**config.mk**
```make
export PLATFORM = sky130hd
export DESIGN_NAME = resv_monitor
export DESIGN_NICKNAME = d
export VERILOG_FILES = /design/src/rtl/resv_pkg.sv /design/src/rtl/blk_cmp.sv /design/src/rtl/resv_state.sv /design/src/rtl/sc_resp.sv /design/src/rtl/resv_monitor.sv
export SDC_FILE = /design/constraint.sdc
export NUM_CORES = 1
export LEC_CHECK = 0
export ABC_AREA = 1
export BUFFER_PORTS_ARGS = -buffer_cell sky130_fd_sc_hd__buf_2
export CORE_ASPECT_RATIO = 0.7
export CORE_MARGIN = 1.5
export CORE_UTILIZATION = 50
export CTS_CLUSTER_SIZE = 25
export DETAILED_ROUTE_END_ITERATION = 10
export GPL_ROUTABILITY_DRIVEN = 0
export PLACE_DENSITY = 0.83
export RECOVER_POWER = 25
export SETUP_SLACK_MARGIN = 0.2
export SYNTH_ARGS = -nofsm -noshare
export SYNTH_HDL_FRONTEND = slang
export SYNTH_SLANG_ARGS = --single-unit
```
**constraint.sdc**
```tcl
create_clock -name clk -period 2.1 [get_ports clk]
set_clock_uncertainty 0.15 [all_clocks]
set_input_delay 0.105 -clock clk [delete_from_list [all_inputs] [get_ports clk]]
set_output_delay 0.105 -clock clk [all_outputs]
set_load 0.005 [all_outputs]
```
**src/rtl/resv_pkg.sv**
```systemverilog
package resv_pkg;
  localparam int MAX_AW = 64;

  // True when two addresses fall in the same block, offset bits ignored.
  function automatic logic same_blk(input logic [MAX_AW-1:0] a,
                                    input logic [MAX_AW-1:0] b,
                                    input int unsigned off_w);
    return ((a ^ b) >> off_w) == '0;
  endfunction
endpackage

```
**src/rtl/blk_cmp.sv**
```systemverilog
module blk_cmp #(
  parameter int ADDR_W = 32,
  parameter int OFF_W  = 6
) (
  input  logic              en,
  input  logic [ADDR_W-1:0] a,
  input  logic [ADDR_W-1:0] b,
  output logic              hit
);
  import resv_pkg::*;
  assign hit = en & same_blk(MAX_AW'(a), MAX_AW'(b), OFF_W);
endmodule

```
**src/rtl/resv_state.sv**
```systemverilog
module resv_state #(
  parameter int ADDR_W = 32
) (
  input  logic              clk,
  input  logic              rst_n,
  input  logic              ll,
  input  logic              sc,
  input  logic              kill,
  input  logic [ADDR_W-1:0] ll_addr,
  output logic              flag_q,
  output logic [ADDR_W-1:0] lock_q
);
  always_ff @(posedge clk) begin
    if (!rst_n) begin
      flag_q <= 1'b0;
      lock_q <= '0;
    end else begin
      if (ll) lock_q <= ll_addr;
      if (kill || sc)  flag_q <= 1'b0;
      else if (ll)     flag_q <= 1'b1;
    end
  end
endmodule

```
**src/rtl/sc_resp.sv**
```systemverilog
module sc_resp (
  input  logic clk,
  input  logic rst_n,
  input  logic sc,
  input  logic grant,
  output logic rsp_valid,
  output logic rsp_ok
);
  always_ff @(posedge clk) begin
    if (!rst_n) begin
      rsp_valid <= 1'b0;
      rsp_ok    <= 1'b0;
    end else begin
      rsp_valid <= sc;
      rsp_ok    <= sc & grant;
    end
  end
endmodule

```
**src/rtl/resv_monitor.sv**
```systemverilog
module resv_monitor #(
  parameter int ADDR_W = 32,
  parameter int OFF_W  = 6
) (
  input  logic              clk,
  input  logic              rst_n,
  input  logic              ll_req,
  input  logic              sc_req,
  input  logic [ADDR_W-1:0] cpu_addr,
  input  logic              snp_inv,
  input  logic [ADDR_W-1:0] snp_addr,
  input  logic              evict,
  input  logic [ADDR_W-1:0] evict_addr,
  output logic              wr_grant,
  output logic              rsp_valid,
  output logic              rsp_ok
);
  localparam int N_SRC = 2;  // kill sources: 0 snoop, 1 eviction

  logic              flag_q;
  logic [ADDR_W-1:0] lock_q;
  logic [ADDR_W-1:0] cmp_base;
  logic [N_SRC-1:0]  src_en;
  logic [ADDR_W-1:0] src_addr [N_SRC];
  logic [N_SRC-1:0]  src_hit;
  logic              snp_hit, evc_hit, kill_ev;

  // With a load-linked in flight, kills aim at the block being reserved.
  assign cmp_base    = ll_req ? cpu_addr : lock_q;
  assign src_en[0]   = snp_inv;
  assign src_addr[0] = snp_addr;
  assign src_en[1]   = evict;
  assign src_addr[1] = evict_addr;

  for (genvar i = 0; i < N_SRC; i++) begin : g_cmp
    blk_cmp #(.ADDR_W(ADDR_W), .OFF_W(OFF_W)) u_cmp (
      .en (src_en[i]),
      .a  (src_addr[i]),
      .b  (cmp_base),
      .hit(src_hit[i])
    );
  end

  assign snp_hit  = src_hit[0];
  assign evc_hit  = src_hit[1];
  assign kill_ev  = |src_hit;
  assign wr_grant = sc_req & flag_q & ~kill_ev;

  resv_state #(.ADDR_W(ADDR_W)) u_state (
    .clk    (clk),
    .rst_n  (rst_n),
    .ll     (ll_req),
    .sc     (sc_req),
    .kill   (kill_ev),
    .ll_addr(cpu_addr),
    .flag_q (flag_q),
    .lock_q (lock_q)
  );

  sc_resp u_resp (
    .clk      (clk),
    .rst_n    (rst_n),
    .sc       (sc_req),
    .grant    (wr_grant),
    .rsp_valid(rsp_valid),
    .rsp_ok   (rsp_ok)
  );
endmodule

```
==> out/summary.txt, run 1 <==
Area growth, synth to finish -> 33.91%
Worst Path Required -> 1.85 ns
clock buffer count from CTS -> 5
Slew @ Worst Pin -> 0.9875 ns
fin crit period -> 1.852 ns
All-Layer GR Usage -> 0.2546
Die Wd -> 82.93 microns
H-tree levels -> 2
Post-Syn Area -> 2236 sq um
hpwl dp -> 4.631 mm
worst reg2reg path depth -> 11
WL per Instance -> 11.05 microns
power per cell area -> 502.1 nW/um^2
crit path kind -> flop to primary output
Die ar. -> 4888 sq um
clock buffer depth -> 2
I/O pin count -> 105
CORE AREA -> 4329 sq um
area of the multi-input gates -> 1398 sq um
final setup fails -> 0
share of post-route cells with drive strength above 1 -> 0.2431
P_leak -> 1.718 nW
cell mode on critical path -> nand2_1
# clock sinks -> 29
slowest CP cell -> dfxtp_2
WP buf/inv -> 3
Slew HR -> 0.3410
Max Cap Viol -> 0
unrepaired setup endpoints after global routing -> yes
run status -> finished clean
total power -> 1.503 mW
Hold Crit Endpoint -> u_state.lock_q[13]
Tcrit/Tclk final -> 0.8820
top achievable clock speed -> 539.9 MHz
vias in the first global route -> 2,314
Max FO, Critical Path -> 3
global route overflow -> 0
Reg2Reg Setup Slack -> 0.58 ns
Max IR drop VDD -> 0.3394 mV
cell family with most CP delay -> simple AND/OR/NAND/NOR gates
Sequential Area -> 585.6 sq um
min-delay src -> cpu_addr[13]
DR pass1 iterations -> 4
Cells after Synth -> 409
Ys Warns -> 0
mean number of vias per cell -> 4.821
Pins Over Slew Limit -> 0
ant diodes -> 0
initial antenna violation count -> 0
Hold Crit Depth -> 3
syn_area_per_cell -> 5.467 sq um
TritonCTS clock tree -> done
CP arrival -> 1.60 ns
wire length of the first global-routing pass -> 9.749 mm
Critical Path Source Type -> flop
largest net degree at the start of global routing -> 31
filler instances -> 398
min-delay worst type -> input port to flop
die span in y -> 58.95 microns
setup TNS -> 0 ns
cell row count -> 20
net count after synthesis -> 511
Clock Latency Late Sink -> 0.28 ns
Unique masters post-synth -> 16
port bufs -> 86
Root Driver -> clkbuf_8
DRT iter0 DRCs -> 174
# nets final -> 612
Total Wirelength -> 6.243 mm
Initial Utilization -> 0.5165
Hold Fails Final Rpt -> 0
CTS clock-pin slew for the worst setup and hold paths -> 0.06 ns
worst reg2reg path endpoint -> u_resp.rsp_ok
Critical Path Max Stage Delay -> 0.32 ns
antenna viol nets, final -> 0
worst reg2reg startpoint -> u_state.lock_q[6]
Seq cells post-synth -> 29
post-synthesis sequential area ratio -> 0.2597
Critical Path Sink Type -> primary output
Residual DRC -> 0
Vias -> 2,724
critical-path cell list -> inv_2, nand2_2, nand2_2, nand2_1, nand4_1, nor2_2, nand2_1, nor2_1, nand2_1, nand3_2, inv_1, buf_2
[power by group]
group	switching (mW)	internal [mW]	total, mW
clock network	0.208	0.259	0.468
logic	0.248	0.194	0.442
registers	0.0112	0.583	0.594
total	0.467	1.04	1.50
[cells by family (layout without fill, tap and decap cells)]
kind of cell              after synthesis  in the layout  share of synthesized area
xor gates and xnor gates                3              3                    0.01175
AOI/OAI and AO/OA                      22             22                    0.04924
buffers and inverters                  74            175                     0.1405
DFF                                    29             29                     0.2597
and+or+nand+nor                       281            281                     0.5389
[worst reg2reg max path: cells and delay by family, from the launching register on]
| kind | cells | cell delay (ns) |
|---|---|---|
| buffers and inverters | 1 | 0.03 |
| AND/OR/NAND/NOR | 10 | 0.87 |
| flip-flops | 1 | 0.32 |
[cells in the final DEF (no fill, tap or decap), types with 6 or more instances in the layout]
cell and instances:
buf_2 85, clkbuf_8 6, inv_1 61, nor2_1 30, nand4_1 6, dlygate4sd3_1 12, dfxtp_1 25, a21oi_1 15
nand3b_1 25, nand2_2 13, nand3_1 31, nand2_1 170
[area by class of cell]
class	instances	area share
repair buffers	103	0.2027
clock buffers	7	0.02883
multi-input cells	306	0.4668
inverters	65	0.08316
flip-flops and latches	29	0.1956
well taps	55	0.02298
[through the flow]
step                      std cells  hold slack (ns)  instance area [sq um]    util  setup WS (ns)
after floorplan                 409          0.04845                   2236       -         0.7734
after global placement          544           0.1639                   2700  0.6237         0.2546
after detailed placement        544           0.1838                   2700  0.6237         0.1859
after CTS                       563         0.002669                   2913  0.6728         0.2088
after global routing            565          0.01198                   2994  0.6916         0.1108
final                           565         0.009443                   2994  0.6916         0.2477
[what timing repair did]
action,4_1_cts,5_1_grt
buffers inserted,0,2
hold buffers,12,1
gates resized for setup,2,28
endpoints found under the setup margin,1,1
pin swaps,0,15
hold endpoints to repair,11,1
[registers in the layout (all words and copies together), names as in the netlist]
name	cells
u_resp.rsp_valid	1
u_resp.rsp_ok	1
u_state.lock_q	26
u_state.flag_q	1
[how the worst max path moves through the flow]
stage / start / to / slack [ns] / depth (start not counted)
2_1_floorplan: ll_req / u_resp.rsp_ok / 0.77 / 12
3_3_place_gp: ll_req / wr_grant / 0.25 / 15
3_5_place_dp: ll_req / wr_grant / 0.19 / 15
4_1_cts: u_state.lock_q[9] / wr_grant / 0.21 / 13
5_1_grt: u_state.lock_q[6] / wr_grant / 0.11 / 12
6_report: u_state.lock_q[6] / wr_grant / 0.25 / 12
[metal layers]
metal,wire length [microns],track usage,share of wire
met4,74,0.08571,0.012
met2,2703,0.4239,0.43
met1,3032,0.3374,0.49
met3,433,0.05049,0.069
met5,0,0,0
[synthesized netlist by cell type]
library cell,number,share of area
nand2_1,183,0.31
inv_1,62,0.10
nor2_1,34,0.057
nand3_1,33,0.074
dfxtp_1,29,0.26
nand3b_1,25,0.084
a21oi_1,15,0.034
nand4_1,6,0.017
buf_6,4,0.020
o21ai_0,4,0.0090
inv_2,3,0.0050
o21ai_1,3,0.0067
xor2_1,3,0.012
buf_1,2,0.0034
buf_2,2,0.0045
buf_4,1,0.0034
(Power assumes the default switching activity.)
==> inputs of run 2 (changes only) <==
==> constraint.sdc (replaced) <==
create_clock -name clk -period 2.25 [get_ports clk]
set_clock_uncertainty 0.15 [all_clocks]
set_input_delay 0.1125 -clock clk [delete_from_list [all_inputs] [get_ports clk]]
set_output_delay 0.1125 -clock clk [all_outputs]
set_load 0.005 [all_outputs]
==> out/summary.txt, run 2 (synthesis gave the netlist of run 1 again) <==
vias in the first global route -> 2,239 (-3.2%)
Residual DRC -> 0 (unchanged)
most frequent cells in the layout -> 172 x nand2_1, 84 x buf_2, 58 x inv_1
max FFs per register -> 26 (unchanged)
P_leak -> 1.763 nW (+2.6%)
switching power -> 0.4315 mW (-7.6%)
antenna viol nets, final -> 0 (unchanged)
initial antenna violation count -> 0 (unchanged)
Worst Path Required -> 1.99 ns (+0.14 ns)
Root Driver -> clkbuf_8
I/O pin count -> 105 (unchanged)
Seq pwr share -> 0.397 (+0.002)
mean number of vias per cell -> 4.783 (-0.80%)
Max IR drop VDD -> 0.3595 mV (+5.9%)
ant diodes -> 0 (unchanged)
fin util -> 0.6864 (-0.005202)
top achievable clock speed -> 508.1 MHz
switching share of power -> 0.3098 (-0.001016)
Initial Utilization -> 0.5165 (unchanged)
Max FO, Critical Path -> 3 (unchanged)
DRT iter0 DRCs -> 145 (-17%)
final setup fails -> 0 (unchanged)
die span in y -> 58.95 microns (unchanged)
crit path kind -> input port to primary output
clock buffer count from CTS -> 5 (unchanged)
clock buffer depth -> 2 (unchanged)
hpwl dp -> 4.519 mm (-2.4%)
Largest Register -> u_state.lock_q
wire length of the first global-routing pass -> 9.501 mm (-2.5%)
CORE AREA -> 4329 sq um (unchanged)
Clock Latency Late Sink -> 0.29 ns (about the same)
TritonCTS clock tree -> done
fin crit period -> 1.968 ns
setup TNS -> 0 ns (unchanged)
share of post-route cells with drive strength above 1 -> 0.2372 (-0.005983)
Vias -> 2,683 (-1.5%)
filler instances -> 412 (+3.5%)
WL per Instance -> 10.58 microns (-4.2%)
Critical Path Sink Type -> primary output
post-CTS setup buffers -> 0 (unchanged)
# nets final -> 608 (-0.65%)
cell internal pwr -> 0.9615 mW (-7.2%)
min-delay worst type -> input port to flop
commonest non-fill, non-tap cell in the layout -> nand2_1
cell row count -> 20 (unchanged)
Die ar. -> 4888 sq um (unchanged)
global route overflow -> 0 (unchanged)
Max Cap Viol -> 0 (unchanged)
run status -> finished clean
Die Wd -> 82.93 microns (unchanged)
DR pass1 iterations -> 4 (unchanged)
Area growth, synth to finish -> 32.90%
Clk pwr share -> 0.315 (+0.004)
Hold Fails Final Rpt -> 0 (unchanged)
worst hold margin -> 0.002190 ns (-0.007254 ns)
# clock sinks -> 29 (unchanged)
CP arrival -> 1.71 ns (+0.11 ns)
Pins Over Slew Limit -> 0 (unchanged)
Total Wirelength -> 5.936 mm (-4.9%)
largest net degree at the start of global routing -> 29 (-6.5%)
power per cell area -> 468.8 nW/um^2 (-6.6%)
CTS clock-pin slew for the worst setup and hold paths -> 0.06 ns (about the same)
part of the power in combinational logic -> 0.289 (-0.005)
H-tree levels -> 2 (unchanged)
Slew HR -> 0.3691 (+0.02813)
Tcrit/Tclk final -> 0.8747
All-Layer GR Usage -> 0.2459 (-0.008686)
Critical Path Source Type -> input port
post-route insts no fill -> 561 (-0.71%)
port bufs -> 86 (unchanged)
unrepaired setup endpoints after global routing -> no
Slew @ Worst Pin -> 0.9453 ns (-0.04216 ns)
Cells after DPL -> 544 (unchanged)
-- run 2: changes by cell type in the layout (fill, tap and decap cells not counted), moves of 2 or more --
cell	change
dlygate4sd3_1	-7
dlymetal6s4s_1	+5
nand3_1	-5
nand3_2	+5
dfxtp_1	+4
dfxtp_2	-4
inv_1	-3
inv_2	+3
nor2_1	+3
nor2_2	-3
nand2_1	+2
nand2_2	-2
-- run 2: through the flow --
| stage | setup WS, ns | cell area, sq um | power (mW) |
|---|---|---|---|
| after floorplan | 0.9159 | 2236 | 0.7983 |
| after global placement | 0.3168 | 2700 | 0.9212 |
| after global routing | 0.2044 | 2972 | 1.480 |
| final | 0.2818 | 2972 | 1.393 |
| after detailed placement | 0.2873 | 2700 | 0.9304 |
| after CTS | 0.2174 | 2887 | 1.379 |
-- run 2: worst paths after layout --
kind,from,endpoint,slack (ns),cells after the start
min,cpu_addr[14],u_state.lock_q[14],0.002,3
max reg2reg,u_state.lock_q[30],u_resp.rsp_ok,0.70,12
min reg2reg,u_state.lock_q[28],u_state.lock_q[28],0.35,2
max,cpu_addr[28],wr_grant,0.28,12
-- run 2: timing repair --
item	in CTS	in global routing
hold buffers	10	0
hold endpoints to repair	9	0
setup endpoints to repair	0	1
resized for setup	0	33
-- run 2: layout make-up --
type                       count  area, sq um  share of cell area
sequential                    29        580.6              0.1954
multi-input combinational    306         1406              0.4733
clock buffer                   7        86.33             0.02905
inverter                      65        246.5             0.08295
timing repair buffer          99        583.1              0.1962
tap                           55        68.82             0.02316
-- run 2: critical path: stages --
cell and delay, ns:
dlygate4sd3_1 0.53, buf_2 0.12, nand2_2 0.07, nand2_1 0.08, xor2_1 0.14, nor2_1 0.15, nand2_1 0.07, nor2_1 0.09
nand2_1 0.08, nand3_2 0.10, inv_2 0.03, buf_2 0.11
-- run 2: per-layer routing --
layer / up-vias / share of wire / global-route usage / routed length (microns)
li1: 1446 / - / - / -
met1: 1125 / 0.47 / 0.3379 / 2819
met2: 104 / 0.42 / 0.3914 / 2520
met3: 8 / 0.093 / 0.05330 / 555
met4: 0 / 0.0069 / 0.07857 / 41
met5: - / 0 / 0 / 0
-- run 2: power by group through the flow --
stage	Sequential (mW)	Combinational, mW	Clock, mW
global route	0.555	0.457	0.469
detailed placement	0.564	0.367	0
CTS	0.552	0.382	0.445
global placement	0.563	0.359	0
finish	0.553	0.402	0.438
floorplan	0.562	0.236	0
==> inputs of run 3 (changes only) <==
--- a/config.mk
+++ b/config.mk
@@ -13,7 +13,7 @@
 export CTS_CLUSTER_SIZE = 25
 export DETAILED_ROUTE_END_ITERATION = 10
 export GPL_ROUTABILITY_DRIVEN = 0
-export PLACE_DENSITY = 0.83
+export PLACE_DENSITY = 0.85
 export RECOVER_POWER = 25
 export SETUP_SLACK_MARGIN = 0.2
 export SYNTH_ARGS = -nofsm -noshare
==> out/summary.txt, run 3 (synthesis gave the netlist of run 1 again) <==
antenna viol nets, final -> 0 (unchanged)
Critical Path Max Stage Delay -> 0.51 ns (-0.02 ns)
mean number of vias per cell -> 4.846 (+1.3%)
total power -> 1.385 mW (-0.58%)
DR pass1 iterations -> 5 (+1)
power per cell area -> 460.3 nW/um^2 (-1.8%)
Critical Path Source Type -> input port
H-tree levels -> 2 (unchanged)
I/O pin count -> 105 (unchanged)
die span in y -> 58.95 microns (unchanged)
hpwl dp -> 4.589 mm (+1.5%)
Max Cap Viol -> 0 (unchanged)
share of post-route cells with drive strength above 1 -> 0.2397 (+0.002532)
Root Driver -> clkbuf_8
Pins Over Slew Limit -> 0 (unchanged)
clock buffer count from CTS -> 5 (unchanged)
top achievable clock speed -> 519.4 MHz (+2.2%)
Largest Register -> u_state.lock_q
wire length of the first global-routing pass -> 9.708 mm (+2.2%)
Vias -> 2,733 (+1.9%)
Die ar. -> 4888 sq um (unchanged)
final worst slack -> 0.3248 ns (+0.04294 ns)
final setup fails -> 0 (unchanged)
CP arrival -> 1.66 ns (-0.05 ns)
Die Wd -> 82.93 microns (unchanged)
cell row count -> 20 (unchanged)
# clock sinks -> 29 (unchanged)
TritonCTS clock tree -> done
commonest non-fill, non-tap cell in the layout -> nand2_1
Critical Path Sink Type -> primary output
fin crit period -> 1.925 ns (-0.04294 ns)
run status -> finished clean
Max IR drop VDD -> 0.2796 mV (-22%)
crit path kind -> input port to primary output
Max FO, Critical Path -> 3 (unchanged)
vias in the first global route -> 2,420 (+8.1%)
Area growth, synth to finish -> 34.58%
Slew HR -> 0.3776 (+0.008450)
cell mode on critical path -> nand2_1
Hold Fails Final Rpt -> 0 (unchanged)
min-delay worst type -> input port to flop
port bufs -> 86 (unchanged)
P_leak -> 1.793 nW (+1.7%)
Clock Latency Late Sink -> 0.28 ns (about the same)
initial antenna violation count -> 0 (unchanged)
Initial Utilization -> 0.5165 (unchanged)
setup TNS -> 0 ns (unchanged)
global route overflow -> 0 (unchanged)
slowest CP cell -> dlygate4sd3_1
Residual DRC -> 0 (unchanged)
area of the multi-input gates -> 1410 sq um (+0.27%)
Slew @ Worst Pin -> 0.9326 ns (-0.01266 ns)
filler instances -> 411 (-0.24%)
# nets final -> 610 (+0.33%)
Tcrit/Tclk final -> 0.8557 (-0.01908)
CTS clock-pin slew for the worst setup and hold paths -> 0.06 ns (about the same)
post-CTS setup buffers -> 0 (unchanged)
unrepaired setup endpoints after global routing -> no
CORE AREA -> 4329 sq um (unchanged)
All-Layer GR Usage -> 0.2494 (+0.003458)
Total Wirelength -> 6.087 mm (+2.5%)
pre-CTS setup slack -> 0.3360 ns (+0.04870 ns)
post-route cell area -> 3009 sq um (+1.3%)
dpl cell area -> 2713 sq um (+0.46%)
max FFs per register -> 26 (unchanged)
WL per Instance -> 10.79 microns (+2.0%)
clock buffer depth -> 2 (unchanged)
DRT iter0 DRCs -> 100 (-31%)
most frequent cells in the layout -> 169 x nand2_1, 85 x buf_2, 59 x inv_1
largest net degree at the start of global routing -> 32 (+10%)
Worst Path Required -> 1.99 ns (about the same)
ant diodes -> 0 (unchanged)
critical-path cell list -> dlygate4sd3_1, buf_2, nand2_2, nand2_2, nand2_1, nand2_1, nand2_1, nor2_1, nand2_1, nor2_1, nand2_1, nand3_2, inv_1, buf_2
Sequential Area -> 580.6 sq um (unchanged)
run 3: timing repair:
action                     4_1_cts  5_1_grt
setup endpoints to repair        0        1
hold buffers                    12        0
hold endpoints to repair        11        0
gates resized for setup          0       33
run 3: final timing paths:
path	start	endpoint	slack, ns	cells past startpoint
setup reg to reg	u_state.lock_q[6]	u_resp.rsp_ok	0.70	11
setup / recovery	cpu_addr[28]	wr_grant	0.32	14
hold / removal	cpu_addr[9]	u_state.lock_q[9]	0.01	3
hold reg to reg	u_state.lock_q[24]	u_state.lock_q[24]	0.36	2
run 3: cell type report:
type,count,area share
clock buffer,6,0.02412
clock inverter,2,0.003326
inverter,65,0.08108
multi-input combinational,306,0.4686
sequential,29,0.1929
tap,55,0.02287
timing repair buffer,101,0.2071
run 3: worst max-delay path, delay by kind of cell:
| family | cells | cell delay [ns] |
|---|---|---|
| and+or+nand+nor | 10 | 0.76 |
| buffers and inverters | 4 | 0.76 |
run 3: stage by stage:
step	hold WS [ns]	utilization	std cells
6_report	0.01397	0.6951	564
5_1_grt	0.02416	0.6951	564
4_1_cts	0.003381	0.6734	564
3_5_place_dp	0.1807	0.6266	544
3_3_place_gp	0.1741	0.6266	544
2_1_floorplan	0.05595	-	409
run 3: power by group:
part | switching, mW | internal (mW) | total [mW] | leakage (nW)
clock | 0.208 | 0.214 | 0.422 | 0.0450
combinational | 0.228 | 0.182 | 0.410 | 1.51
sequential | 0.0100 | 0.543 | 0.553 | 0.240
total | 0.446 | 0.939 | 1.38 | 1.79
run 3: routing by layer:
metal  vias up  global-route usage  wire length, microns
li1       1453                   -                     -
met1      1179              0.3123                  2846
met5         -                   0                     0
met3         6             0.06031                   450
met4         0             0.06905                    47
met2        95              0.4379                  2743
